===== src/rtl/trk_haz_pkg.sv =====
package trk_haz_pkg;
  localparam int CODE_W = 3;
  localparam int LIE_W  = 2;

  localparam logic [LIE_W-1:0] LIE_PLUS   = 2'd0;
  localparam logic [LIE_W-1:0] LIE_MINUS  = 2'd1;
  localparam logic [LIE_W-1:0] LIE_MOVING = 2'd2;

  // bit 2 = front inside, bit 1 = rear inside, bit 0 = occupied
  function automatic logic code_live(input logic [CODE_W-1:0] c);
    return |c;
  endfunction

  function automatic logic body_no_front(input logic [CODE_W-1:0] c);
    return c[0] & ~c[2];
  endfunction

  function automatic logic body_no_rear(input logic [CODE_W-1:0] c);
    return c[0] & ~c[1];
  endfunction

  // a train body running past the far end of 'behind' must be seen
  // arriving without its rear in 'ahead', and the other way round
  function automatic logic seam_broken(input logic [CODE_W-1:0] behind,
                                       input logic [CODE_W-1:0] ahead);
    return body_no_front(behind) ^ body_no_rear(ahead);
  endfunction

  function automatic logic wrong_lie(input logic [LIE_W-1:0]  lie,
                                     input logic [CODE_W-1:0] stem,
                                     input logic [CODE_W-1:0] plus,
                                     input logic [CODE_W-1:0] minus);
    logic from_plus, from_minus, from_stem;
    from_plus  = code_live(plus)  && (lie != LIE_PLUS);
    from_minus = code_live(minus) && !lie[0];
    from_stem  = code_live(stem)  && lie[1];
    return from_plus | from_minus | from_stem;
  endfunction
endpackage


===== src/rtl/trk_lin_check.sv =====
module trk_lin_check
  import trk_haz_pkg::*;
(
  input  logic [CODE_W-1:0] occ_up,
  input  logic [CODE_W-1:0] occ_dn,
  input  logic [CODE_W-1:0] up_ahead,
  input  logic [CODE_W-1:0] dn_ahead,
  input  logic              link_up,
  input  logic              link_dn,
  output logic              evt_h2h,
  output logic              evt_seam,
  output logic              evt
);
  logic seam_up, seam_dn;

  always_comb begin
    evt_h2h  = code_live(occ_up) & code_live(occ_dn);
    seam_up  = link_up & seam_broken(occ_up, up_ahead);
    seam_dn  = link_dn & seam_broken(occ_dn, dn_ahead);
    evt_seam = seam_up | seam_dn;
    evt      = evt_h2h | evt_seam;
  end
endmodule


===== src/rtl/trk_pnt_check.sv =====
module trk_pnt_check
  import trk_haz_pkg::*;
(
  input  logic [LIE_W-1:0]  lie,
  input  logic [CODE_W-1:0] stem_in,
  input  logic [CODE_W-1:0] plus_in,
  input  logic [CODE_W-1:0] minus_in,
  output logic              evt
);
  always_comb evt = wrong_lie(lie, stem_in, plus_in, minus_in);
endmodule


===== src/rtl/trk_hazard_mon.sv =====
module trk_hazard_mon
  import trk_haz_pkg::*;
#(
  parameter int NUM_LIN = 6,
  parameter int NUM_PNT = 3,
  parameter logic [NUM_LIN-2:0] LINK_UP = 5'b11011
) (
  input  logic                      clk,
  input  logic                      rst_n,
  input  logic [NUM_LIN*CODE_W-1:0] occ_up,
  input  logic [NUM_LIN*CODE_W-1:0] occ_dn,
  input  logic [NUM_PNT*CODE_W-1:0] pnt_stem_in,
  input  logic [NUM_PNT*CODE_W-1:0] pnt_plus_in,
  input  logic [NUM_PNT*CODE_W-1:0] pnt_minus_in,
  input  logic [NUM_PNT*LIE_W-1:0]  pnt_lie,
  output logic [NUM_LIN-1:0]        lin_haz,
  output logic [NUM_PNT-1:0]        pnt_haz,
  output logic                      hazard
);
  localparam int PAD_W = (NUM_LIN + 1) * CODE_W;

  function automatic logic link_at(input int k);
    if (k < 0 || k > NUM_LIN - 2) return 1'b0;
    return LINK_UP[k];
  endfunction

  // padded copies: a quiet section beyond each end of the line
  logic [PAD_W-1:0] up_pad, dn_pad;
  assign up_pad = {{CODE_W{1'b0}}, occ_up};
  assign dn_pad = {occ_dn, {CODE_W{1'b0}}};

  // named internal events, visible to the checker
  logic [NUM_LIN-1:0] lin_evt, lin_h2h, lin_seam;
  logic [NUM_PNT-1:0] pnt_evt;
  logic               any_evt;

  for (genvar i = 0; i < NUM_LIN; i++) begin : g_lin
    localparam logic LNK_UP = link_at(i);
    localparam logic LNK_DN = link_at(i - 1);
    trk_lin_check u_lin (
      .occ_up   (up_pad[i*CODE_W +: CODE_W]),
      .occ_dn   (dn_pad[(i+1)*CODE_W +: CODE_W]),
      .up_ahead (up_pad[(i+1)*CODE_W +: CODE_W]),
      .dn_ahead (dn_pad[i*CODE_W +: CODE_W]),
      .link_up  (LNK_UP),
      .link_dn  (LNK_DN),
      .evt_h2h  (lin_h2h[i]),
      .evt_seam (lin_seam[i]),
      .evt      (lin_evt[i])
    );
  end

  for (genvar j = 0; j < NUM_PNT; j++) begin : g_pnt
    trk_pnt_check u_pnt (
      .lie      (pnt_lie[j*LIE_W +: LIE_W]),
      .stem_in  (pnt_stem_in[j*CODE_W +: CODE_W]),
      .plus_in  (pnt_plus_in[j*CODE_W +: CODE_W]),
      .minus_in (pnt_minus_in[j*CODE_W +: CODE_W]),
      .evt      (pnt_evt[j])
    );
  end

  assign any_evt = (|lin_evt) | (|pnt_evt);

  always_ff @(posedge clk or negedge rst_n) begin
    if (!rst_n) begin
      lin_haz <= '0;
      pnt_haz <= '0;
      hazard  <= 1'b0;
    end else begin
      lin_haz <= lin_evt;
      pnt_haz <= pnt_evt;
      hazard  <= hazard | any_evt;
    end
  end
endmodule


===== config.mk =====
export PLATFORM = sky130hd
export DESIGN_NAME = trk_hazard_mon
export DESIGN_NICKNAME = d
export VERILOG_FILES = /design/src/rtl/trk_haz_pkg.sv /design/src/rtl/trk_lin_check.sv /design/src/rtl/trk_pnt_check.sv /design/src/rtl/trk_hazard_mon.sv
export SDC_FILE = /design/constraint.sdc
export NUM_CORES = 1
export LEC_CHECK = 0
export ABC_AREA = 1
export BUFFER_PORTS_ARGS = -buffer_cell sky130_fd_sc_hd__buf_2
export CORE_MARGIN = 2
export CORE_UTILIZATION = 37
export CTS_BUF_LIST = sky130_fd_sc_hd__clkbuf_16
export CTS_CLUSTER_DIAMETER = 30
export CTS_CLUSTER_SIZE = 12
export DETAILED_ROUTE_END_ITERATION = 16
export PLACE_DENSITY = 0.84
export SYNTH_ARGS = -nofsm -noshare
export SYNTH_HDL_FRONTEND = slang
export SYNTH_SLANG_ARGS = --single-unit
export TNS_END_PERCENT = 1

===== constraint.sdc =====
create_clock -name clk -period 1 [get_ports clk]
set_input_delay 0.1 -clock clk [delete_from_list [all_inputs] [get_ports clk]]
set_output_delay 0.1 -clock clk [all_outputs]
set_load 0.05 [all_outputs]

# [Word level (Yosys, flattened, before mapping)]
# Index checks and enable logic that the tools add are counted.
[totals] elab_cells=103 reg_bits=10 inputBits=71
[classes] n_reduce_logical=38 bitwise_logic=62
[ops] cell="$reduce_or 3->1" n=22
[ops] cell="$and 1x1->1" n=22
[ops] cell="$not 1->1" n=16
[ops] cell="$or 1x1->1" n=16
[ops] cell="$logic_and 1x1->1" n=9
[ops] cell="$xor 1x1->1" n=8
[ops] cell="$reduce_bool 2->1" n=3
[ops] cell="$reduce_or 6->1" n=1
[ops] cell="$logic_not 1->1" n=3

# [Depth between registers and ports, before layout]
# Gate-level depths: netlist (run 1).
[depth] ltp_word=8 mapped_depth=9 depth_no_buf=9

# [By module]
# A second synthesis (run 1) with hierarchy kept.
[hier_totals] hier_cells=240 area_unflattened_um2=1242.4
[modules_own_cells] module="trk_lin_check" cells_per_inst=29 instances=6 seq_area_each_um2=0.0 area_each_um2=127.6
[modules_own_cells] module="trk_hazard_mon" cells_per_inst=21 instances=1 seq_area_each_um2=250.2 area_each_um2=296.5
[modules_own_cells] module="trk_pnt_check" cells_per_inst=15 instances=3 seq_area_each_um2=0.0 area_each_um2=60.1

# [Worst setup path before layout (run 1)]
# No wires, ideal clock.
[synth_path] path_type="register to register" start="register hazard" end="register hazard" path_slack_ns=0.018 setup_ns=0.119 path_stages_with_launch=5 path_buffers=0 t_arrival_ns=0.863 path_cell_list="dfrtp_1 nor2_1 nand2_1 nor2_1 nand2_1"
[synth_via] elab_chain_len=1
[synth_rtl] item="start, declared" line_no="trk_hazard_mon.sv:18" rtl="output logic hazard"
[synth_rtl] item="start signal, assigned" line_no="trk_hazard_mon.sv:73" rtl="hazard <= hazard | any_evt;"
[synth_rtl] item="$or 1x1->1" line_no="trk_hazard_mon.sv:73"
# No other way between the ends.

# [Worst setup path in the final report (run 1)]
[layout_path] start="register lin_haz[2]" end="output port lin_haz[2]"
[layout_lines] item="start, declared" line_no="trk_hazard_mon.sv:16" rtl="output logic [NUM_LIN-1:0] lin_haz,"
[layout_lines] item="start signal, assigned" line_no="trk_hazard_mon.sv:71" rtl="lin_haz <= lin_evt;"
# No word-level cell between the ends.

==> flow_metrics.env, run 1 <==
export IMPL_drtIter0Drc=7
export IMPL_synth_main_ff_cell="dfrtp_1"
export IMPL_grt_max_degree=11
export IMPL_critPathCaptureType="output port"
export IMPL_die_area_um2=2840
export IMPL_syn_avg_cell_area_um2=5.26
export IMPL_viasPerCell=4.21
export IMPL_async_reset_ff_frac=1.00
export IMPL_drive_gt1_frac=0.348
export IMPL_drc=0
export IMPL_start_util=0.399
export IMPL_critPathBufInv=1
export IMPL_die_w_um=53.3
export IMPL_synth_nets=242
export IMPL_crit_type="register to output port"
export IMPL_slew_viol_final=0
export IMPL_place_gp_congestion=0.786
export IMPL_antenna_cells=0
export IMPL_start_kind="register"
export IMPL_finalNetCount=328
export IMPL_vias=1195
export IMPL_pwr_share_comb=0.277
export IMPL_io_buffer_count=80
export IMPL_overflow=0
export IMPL_rsz0062_at_grt="no"
export IMPL_antenna_found_initial=0
export IMPL_min_from="pnt_lie[5]"
export IMPL_worst_path_stages=1
export IMPL_synth_seq_cells=10
export IMPL_power_switching_mw=0.428
export IMPL_yosysTopAreaCell="dfrtp_1"
export IMPL_worstReg2RegStart="hazard"
export IMPL_place_hpwl_mm=1.94
export IMPL_clk_pin_slew_ps=40
export IMPL_seq_power_share=0.277
export IMPL_cpPeakStageDelay_ps=330
export IMPL_crit_chain="buf_2"
export IMPL_finalSetupViolCount=0
export IMPL_worstPathRequired_ps=900
export IMPL_crit_arrival_ps=830
export IMPL_htreeDepth=1
export IMPL_insertion_delay_ps=230
export IMPL_whs_ps=166
export IMPL_drv_cap=0
export IMPL_r2r_cells=4
export IMPL_period_needed_ps=933
export IMPL_power_density_nw_per_um2=1100
export IMPL_postSynthCellCount=171
export IMPL_area_growth_pct=58.3
export IMPL_hold_class="primary input to register"
export IMPL_synth_distinct_cells=13
export IMPL_ys_top_cells_by_count="nand2_1, inv_1, nor2_1"
export IMPL_wl_per_cell_um=8.05
export IMPL_p_leak_nw=0.881
export IMPL_power_internal_mw=1.13
export IMPL_postCtsSetupRepairBufs=0
export IMPL_synth_seq_area_share=0.278
export IMPL_p_sw_frac=0.274
export IMPL_grt_pass1_wl_mm=3.48
export IMPL_tightest_slew_ps=257
export IMPL_crit_slowest_cell="dfrtp_1"
export IMPL_grt_usage=0.166
export IMPL_r2r_slack_ps=200
export IMPL_min_to="pnt_haz[2]"
export IMPL_first_pass_iters=4
export IMPL_fin_crit_sh=0.933
export IMPL_core_um2=2250
export IMPL_hold_viol_final=0
export IMPL_power_frac_clock=0.447
export IMPL_synth_most_common_cell="nand2_1"
export IMPL_yosysTopAreaCellShare=0.278
export IMPL_ant_nets=0
export IMPL_num_rows=17
export IMPL_r2r_end="hazard"
export IMPL_status="completed"
export IMPL_wirelength_mm=2.29
export IMPL_netlist_area_um2=900
export IMPL_layout_setup_ws_ps=66.7
export IMPL_relSlewSlack=0.830
export IMPL_grt_pass1_vias=989
export IMPL_whs_path_depth=5
export IMPL_finalClockSkew_ps=0
export IMPL_ios=81
export IMPL_critical_path_top_delay_family="flip-flops"
export IMPL_die_h_um=53.3
export IMPL_ys_warn_count=0
export IMPL_clockBufferDepth=2
export IMPL_dp_slack_ps=-13.0
export IMPL_nFillCells=220
export IMPL_synthTopCellsByArea="dfrtp_1, nand2_1, inv_1"
export IMPL_cts_tree="built"
export IMPL_max_vdd_ir_drop_mv=0.838
export IMPL_cts_sinks=10
export IMPL_synth_edff_count=0
export IMPL_clk_root_buffer_cell="clkbuf_16"
export IMPL_fmax_mhz=1070
export IMPL_cts_buffers=3
export IMPL_cp_max_fo=1
[through the flow]
step	setup TNS, ps	utilization	instances	area, µm²	total power, mW
after floorplan	0	-	171	900	0.666
after global placement	0	0.592	279	1340	0.858
after detailed placement	-13.0	0.592	279	1340	0.866
after CTS	0	0.632	284	1420	1.57
after global routing	0	0.632	284	1420	1.65
final	0	0.632	284	1420	1.56
[power by group through the flow]
stage / Sequential [mW] / Clock (mW) / Combinational [mW]
finish: 0.432 / 0.697 / 0.431
global route: 0.432 / 0.727 / 0.490
floorplan: 0.512 / 0 / 0.154
detailed placement: 0.436 / 0 / 0.430
global placement: 0.436 / 0 / 0.422
CTS: 0.432 / 0.702 / 0.437
[routing by layer]
| metal | vias to the layer above | track usage | routed length, µm |
|---|---|---|---|
| li1 | 660 | - | - |
| met1 | 484 | 0.171 | 878 |
| met2 | 47 | 0.313 | 1160 |
| met3 | 4 | 0.0367 | 227 |
| met4 | 0 | 0.0769 | 19 |
| met5 | - | 0 | 0 |
[layout by cell type (no fill, tap or decap), types with 2 or more instances in the layout]
cell type and count:
a21oi_1 2, buf_2 80, clkbuf_16 3, dfrtp_1 10, inv_1 41, inv_2 2
nand2_1 62, nand3_1 12, nor2_1 33, nor2_2 3, or2_1 2
[repair_timing]
action                     in CTS  in global routing
resized for setup               0                  0
setup endpoints to repair       0                  0
hold endpoints to repair       10                  0
hold buffers                    1                  0
[layout make-up]
cell class | instances | area (µm²) | share of cell area
Multi-Input combinational cell | 118 | 488 | 0.343
Timing Repair Buffer | 81 | 410 | 0.288
Sequential cell | 10 | 250 | 0.176
Inverter | 43 | 161 | 0.113
Clock buffer | 3 | 75.1 | 0.0527
Tap cell | 28 | 35.0 | 0.0246
Clock inverter | 1 | 3.75 | 0.00264
[how the worst max path moves through the flow]
stage	start	end	slack (ps)
final	lin_haz[2]	lin_haz[2]	70
after global routing	hazard	hazard	30
after global placement	occ_up[7]	hazard	5
after detailed placement	pnt_lie[5]	hazard	-10
after floorplan	hazard	hazard	20
after CTS	hazard	hazard	70
[flip-flops by register name, indices dropped and copies added (netlist names)]
name and flops:
hazard 1, pnt_haz 3, lin_haz 6
[logic make-up (layout without fill, tap and decap cells)]
logic type	Yosys count	in the layout	synth area share
and+or+nand+nor	114	114	0.516
DFF	10	10	0.278
AOI/OAI and AO/OA	3	3	0.0167
buffers and inverters	43	128	0.179
xor gates and xnor gates	1	1	0.00974
Note: power is estimated with default switching activity, not from simulation.
==> run 2, diff against run 1 <==
clock period = 0.9 ns   (was 1 ns; I/O delays follow)
==> flow_metrics.env, run 2 (synthesized netlist as in run 1, its figures left out) <==
export IMPL_status="completed"
export IMPL_grt_usage=0.160
export IMPL_drv_cap=0
export IMPL_worstPathRequired_ps=810
export IMPL_critical_path_top_delay_family="flip-flops"
export IMPL_final_area_um2=1470
export IMPL_finalNetCount=330
export IMPL_antenna_found_initial=0
export IMPL_place_hpwl_mm=1.94
export IMPL_drc=0
export IMPL_critPathCaptureType="output port"
export IMPL_tightest_slew_ps=222
export IMPL_hold_class="primary input to register"
export IMPL_critPathBufInv=1
export IMPL_postLayoutCoreUtil=0.653
export IMPL_largest_register_ffs=6
export IMPL_layout_common_cells="buf_2, nand2_1, inv_1"
export IMPL_drtIter0Drc=9
export IMPL_overflow=0
export IMPL_start_kind="register"
export IMPL_drive_gt1_frac=0.357
export IMPL_postCtsSetupRepairBufs=0
export IMPL_slew_viol_final=0
export IMPL_placed_area_um2=1350
export IMPL_insertion_delay_ps=240
export IMPL_wl_per_cell_um=8.45
export IMPL_layout_setup_ws_ps=16.5
export IMPL_ant_nets=0
export IMPL_finalClockSkew_ps=0
export IMPL_hold_viol_final=0
export IMPL_crit_arrival_ps=790
export IMPL_grt_max_degree=11
export IMPL_core_um2=2250
export IMPL_area_growth_pct=63.7
export IMPL_top_register="lin_haz"
export IMPL_dp_slack_ps=-80.7
export IMPL_max_vdd_ir_drop_mv=0.832
export IMPL_num_rows=17
export IMPL_clk_pin_slew_ps=40
export IMPL_die_area_um2=2840
export IMPL_grt_pass1_wl_mm=3.33
export IMPL_p_leak_nw=0.911
export IMPL_cp_max_fo=2
export IMPL_fin_crit_sh=0.982
export IMPL_finalSetupTns_ps=0
export IMPL_cts_tree="built"
export IMPL_clockBufferDepth=2
export IMPL_power_density_nw_per_um2=1210
export IMPL_grt_pass1_vias=973
export IMPL_clk_root_buffer_cell="clkbuf_16"
export IMPL_cts_sinks=10
export IMPL_start_util=0.399
export IMPL_place_gp_congestion=0.708
export IMPL_crit_slowest_cell="dfrtp_2"
export IMPL_vias=1221
export IMPL_finalSetupViolCount=0
export IMPL_fmax_mhz=1130
export IMPL_cpPeakStageDelay_ps=400
export IMPL_htreeDepth=1
export IMPL_die_h_um=53.3
export IMPL_io_buffer_count=80
export IMPL_viasPerCell=4.27
export IMPL_period_needed_ps=883
export IMPL_relSlewSlack=0.852
export IMPL_antenna_cells=0
export IMPL_final_common_cell="buf_2"
export IMPL_wirelength_mm=2.42
export IMPL_ios=81
export IMPL_cts_buffers=3
export IMPL_crit_chain="buf_6"
export IMPL_reg_top3="lin_haz: 6 flops, pnt_haz: 3 flops, hazard: 1 flops"
export IMPL_rsz0062_at_grt="yes"
export IMPL_die_w_um=53.3
export IMPL_crit_type="register to output port"
export IMPL_first_pass_iters=4
-- run 2: area by class of cell --
| class | instances | area [µm²] |
|---|---|---|
| inverter | 43 | 161 |
| clock inverter | 1 | 3.75 |
| multi-input combinational | 118 | 488 |
| timing repair buffer | 83 | 458 |
| clock buffer | 3 | 75.1 |
| sequential | 10 | 251 |
| fill | 226 | 782 |
| tap | 28 | 35.0 |
-- run 2: stage by stage --
stage                     power, mW  hold slack (ps)  std cells
after floorplan               0.740             -206        171
after global placement        0.958            -48.6        281
after detailed placement      0.969            -45.4        281
after CTS                      1.77              151        286
after global routing           1.87              210        286
final                          1.78              146        286
-- run 2: timing repair --
action	in CTS	in global routing
gates resized for setup	4	13
hold buffers	1	0
endpoints found under the setup margin	3	9
hold endpoints to repair	10	0
-- run 2: per-layer routing --
metal	vias to the layer above	part of all wire	GRT usage
met5	-	0	0
met4	0	0.012	0.0726
met3	5	0.075	0.0367
met2	49	0.55	0.323
met1	505	0.36	0.147
li1	662	-	-
-- run 2: path summary, 6_finish.rpt --
kind                             from    endpoint  slack (ps)  cells past startpoint
max                            hazard      hazard          20                      1
min reg2reg                    hazard      hazard         590                      4
min in group asynchronous       rst_n  pnt_haz[0]         250                      2
min                        pnt_lie[5]  pnt_haz[2]         150                      5
max reg2reg                    hazard      hazard          90                      4
max in group asynchronous       rst_n      hazard         450                      2
-- run 2: where the power goes --
| group | leakage, nW | total (mW) | switching (mW) | internal (mW) |
|---|---|---|---|---|
| combinational | 0.779 | 0.505 | 0.281 | 0.224 |
| sequential | 0.0942 | 0.482 | 0.00801 | 0.474 |
| clock | 0.0385 | 0.789 | 0.207 | 0.582 |
-- run 2: worst reg2reg max path: cells and delay by family (launching register included) --
kind / cells / cell delay, ps
and+or+nand+nor: 4 / 290
DFF: 1 / 400
==> run 3, diff against run 2 <==
CORE_UTILIZATION = 28   (was 37)
PLACE_DENSITY = 0.67   (was 0.84)
==> flow_metrics.env, run 3 (synthesized netlist as in run 1, its figures left out) <==
export IMPL_status="completed"
export IMPL_place_hpwl_mm=1.89
export IMPL_drtIter0Drc=36
export IMPL_r2r_cells=4
export IMPL_worstReg2RegStart="hazard"
export IMPL_num_rows=20
export IMPL_insertion_delay_ps=230
export IMPL_clk_pin_slew_ps=40
export IMPL_clockBufferDepth=2
export IMPL_crit_slowest_cell="dfrtp_2"
export IMPL_worstPathRequired_ps=810
export IMPL_min_from="pnt_lie[5]"
export IMPL_grt_usage=0.115
export IMPL_min_to="pnt_haz[2]"
export IMPL_cpPeakStageDelay_ps=400
export IMPL_fin_crit_sh=0.979
export IMPL_finalNetCount=331
export IMPL_whs_ps=149
export IMPL_critPathCaptureType="output port"
export IMPL_finalSetupTns_ps=0
export IMPL_top_register="lin_haz"
export IMPL_start_util=0.295
export IMPL_grt_pass1_wl_mm=3.23
export IMPL_die_area_um2=3680
export IMPL_viasPerCell=3.77
export IMPL_critical_path_top_delay_family="flip-flops"
export IMPL_finalSetupViolCount=0
export IMPL_die_w_um=60.7
export IMPL_grt_pass1_vias=905
export IMPL_drc=0
export IMPL_area_growth_pct=66.3
export IMPL_largest_register_ffs=6
export IMPL_final_common_cell="buf_2"
export IMPL_die_h_um=60.7
export IMPL_crit_chain="buf_6"
export IMPL_cts_buffers=3
export IMPL_power_density_nw_per_um2=1170
export IMPL_reg_top3="lin_haz: 6 flops, pnt_haz: 3 flops, hazard: 1 flops"
export IMPL_drive_gt1_frac=0.359
export IMPL_p_leak_nw=0.915
export IMPL_antenna_cells=0
export IMPL_crit_arrival_ps=790
export IMPL_ios=81
export IMPL_cp_max_fo=2
export IMPL_critPathBufInv=1
export IMPL_core_um2=3050
export IMPL_slew_viol_final=0
export IMPL_max_vdd_ir_drop_mv=0.569
export IMPL_finalClockSkew_ps=0
export IMPL_drv_cap=0
export IMPL_period_needed_ps=881
export IMPL_vias=1142
export IMPL_rsz0062_at_grt="yes"
export IMPL_start_kind="register"
export IMPL_htreeDepth=1
export IMPL_whs_path_depth=5
export IMPL_p_total_mw=1.76
export IMPL_tightest_slew_ps=217
export IMPL_grt_max_degree=11
export IMPL_wirelength_mm=2.15
export IMPL_place_gp_congestion=0.702
export IMPL_io_buffer_count=80
export IMPL_r2r_end="hazard"
export IMPL_fmax_mhz=1130
export IMPL_antenna_found_initial=0
export IMPL_cts_sinks=10
export IMPL_final_instance_count_excl_fill=303
export IMPL_cts_tree="built"
export IMPL_hold_viol_final=0
export IMPL_clk_root_buffer_cell="clkbuf_16"
export IMPL_hold_class="primary input to register"
export IMPL_overflow=0
export IMPL_dp_cells=298
export IMPL_wl_per_cell_um=7.11
export IMPL_r2r_slack_ps=90
export IMPL_crit_type="register to output port"
export IMPL_ant_nets=0
export IMPL_first_pass_iters=4
export IMPL_layout_common_cells="buf_2, nand2_1, inv_1"
export IMPL_relSlewSlack=0.855
-- run 3: where the power goes --
| part | internal [mW] | leakage (nW) | switching (mW) |
|---|---|---|---|
| Clock | 0.581 | 0.0385 | 0.196 |
| Sequential | 0.474 | 0.0942 | 0.00600 |
| Combinational | 0.225 | 0.782 | 0.274 |
| Total | 1.28 | 0.915 | 0.476 |
-- run 3: routing by layer --
metal  wire length, µm  GRT usage  vias to the layer above
met5                 0          0                        -
met1               948      0.139                      427
met3               217     0.0277                        2
li1                  -          -                      663
met2               982      0.200                       50
met4                 4     0.0373                        0
-- run 3: metrics by stage --
step	area, µm²	utilization	setup slack (ps)
6_report	1500	0.490	18.7
5_1_grt	1500	0.490	-8.03
4_1_cts	1480	0.484	0.371
3_5_place_dp	1380	0.452	-86.3
3_3_place_gp	1380	0.452	-78.5
2_1_floorplan	901	-	8.61
-- run 3: layout make-up --
type                            instances  area [µm²]
Sequential cell                        10         251
Fill cell                             333        1560
Tap cell                               44        55.1
Clock buffer                            3        75.1
Clock inverter                          1        3.75
Multi-Input combinational cell        118         488
Timing Repair Buffer                   84         462
Inverter                               43         161
-- run 3: tightest hold or removal path: stages --
cell     delay [ps]
buf_2            80
nand2_1          40
nand2_1          50
nor2_1           40
inv_1            40
-- run 3: worst max-delay path by stage --
stage                           from    endpoint  depth (start not counted)
after CTS                 lin_haz[2]  lin_haz[2]                          1
after floorplan               hazard      hazard                          4
after global routing          hazard      hazard                          1
after global placement    pnt_lie[3]      hazard                          8
after detailed placement  pnt_lie[3]      hazard                          8
final                         hazard      hazard                          1
-- run 3: repair_timing --
item	CTS	global route
setup endpoints to repair	3	8
hold endpoints to repair	10	0
gates resized for setup	4	13
hold buffers	1	0
setup buffers	0	0
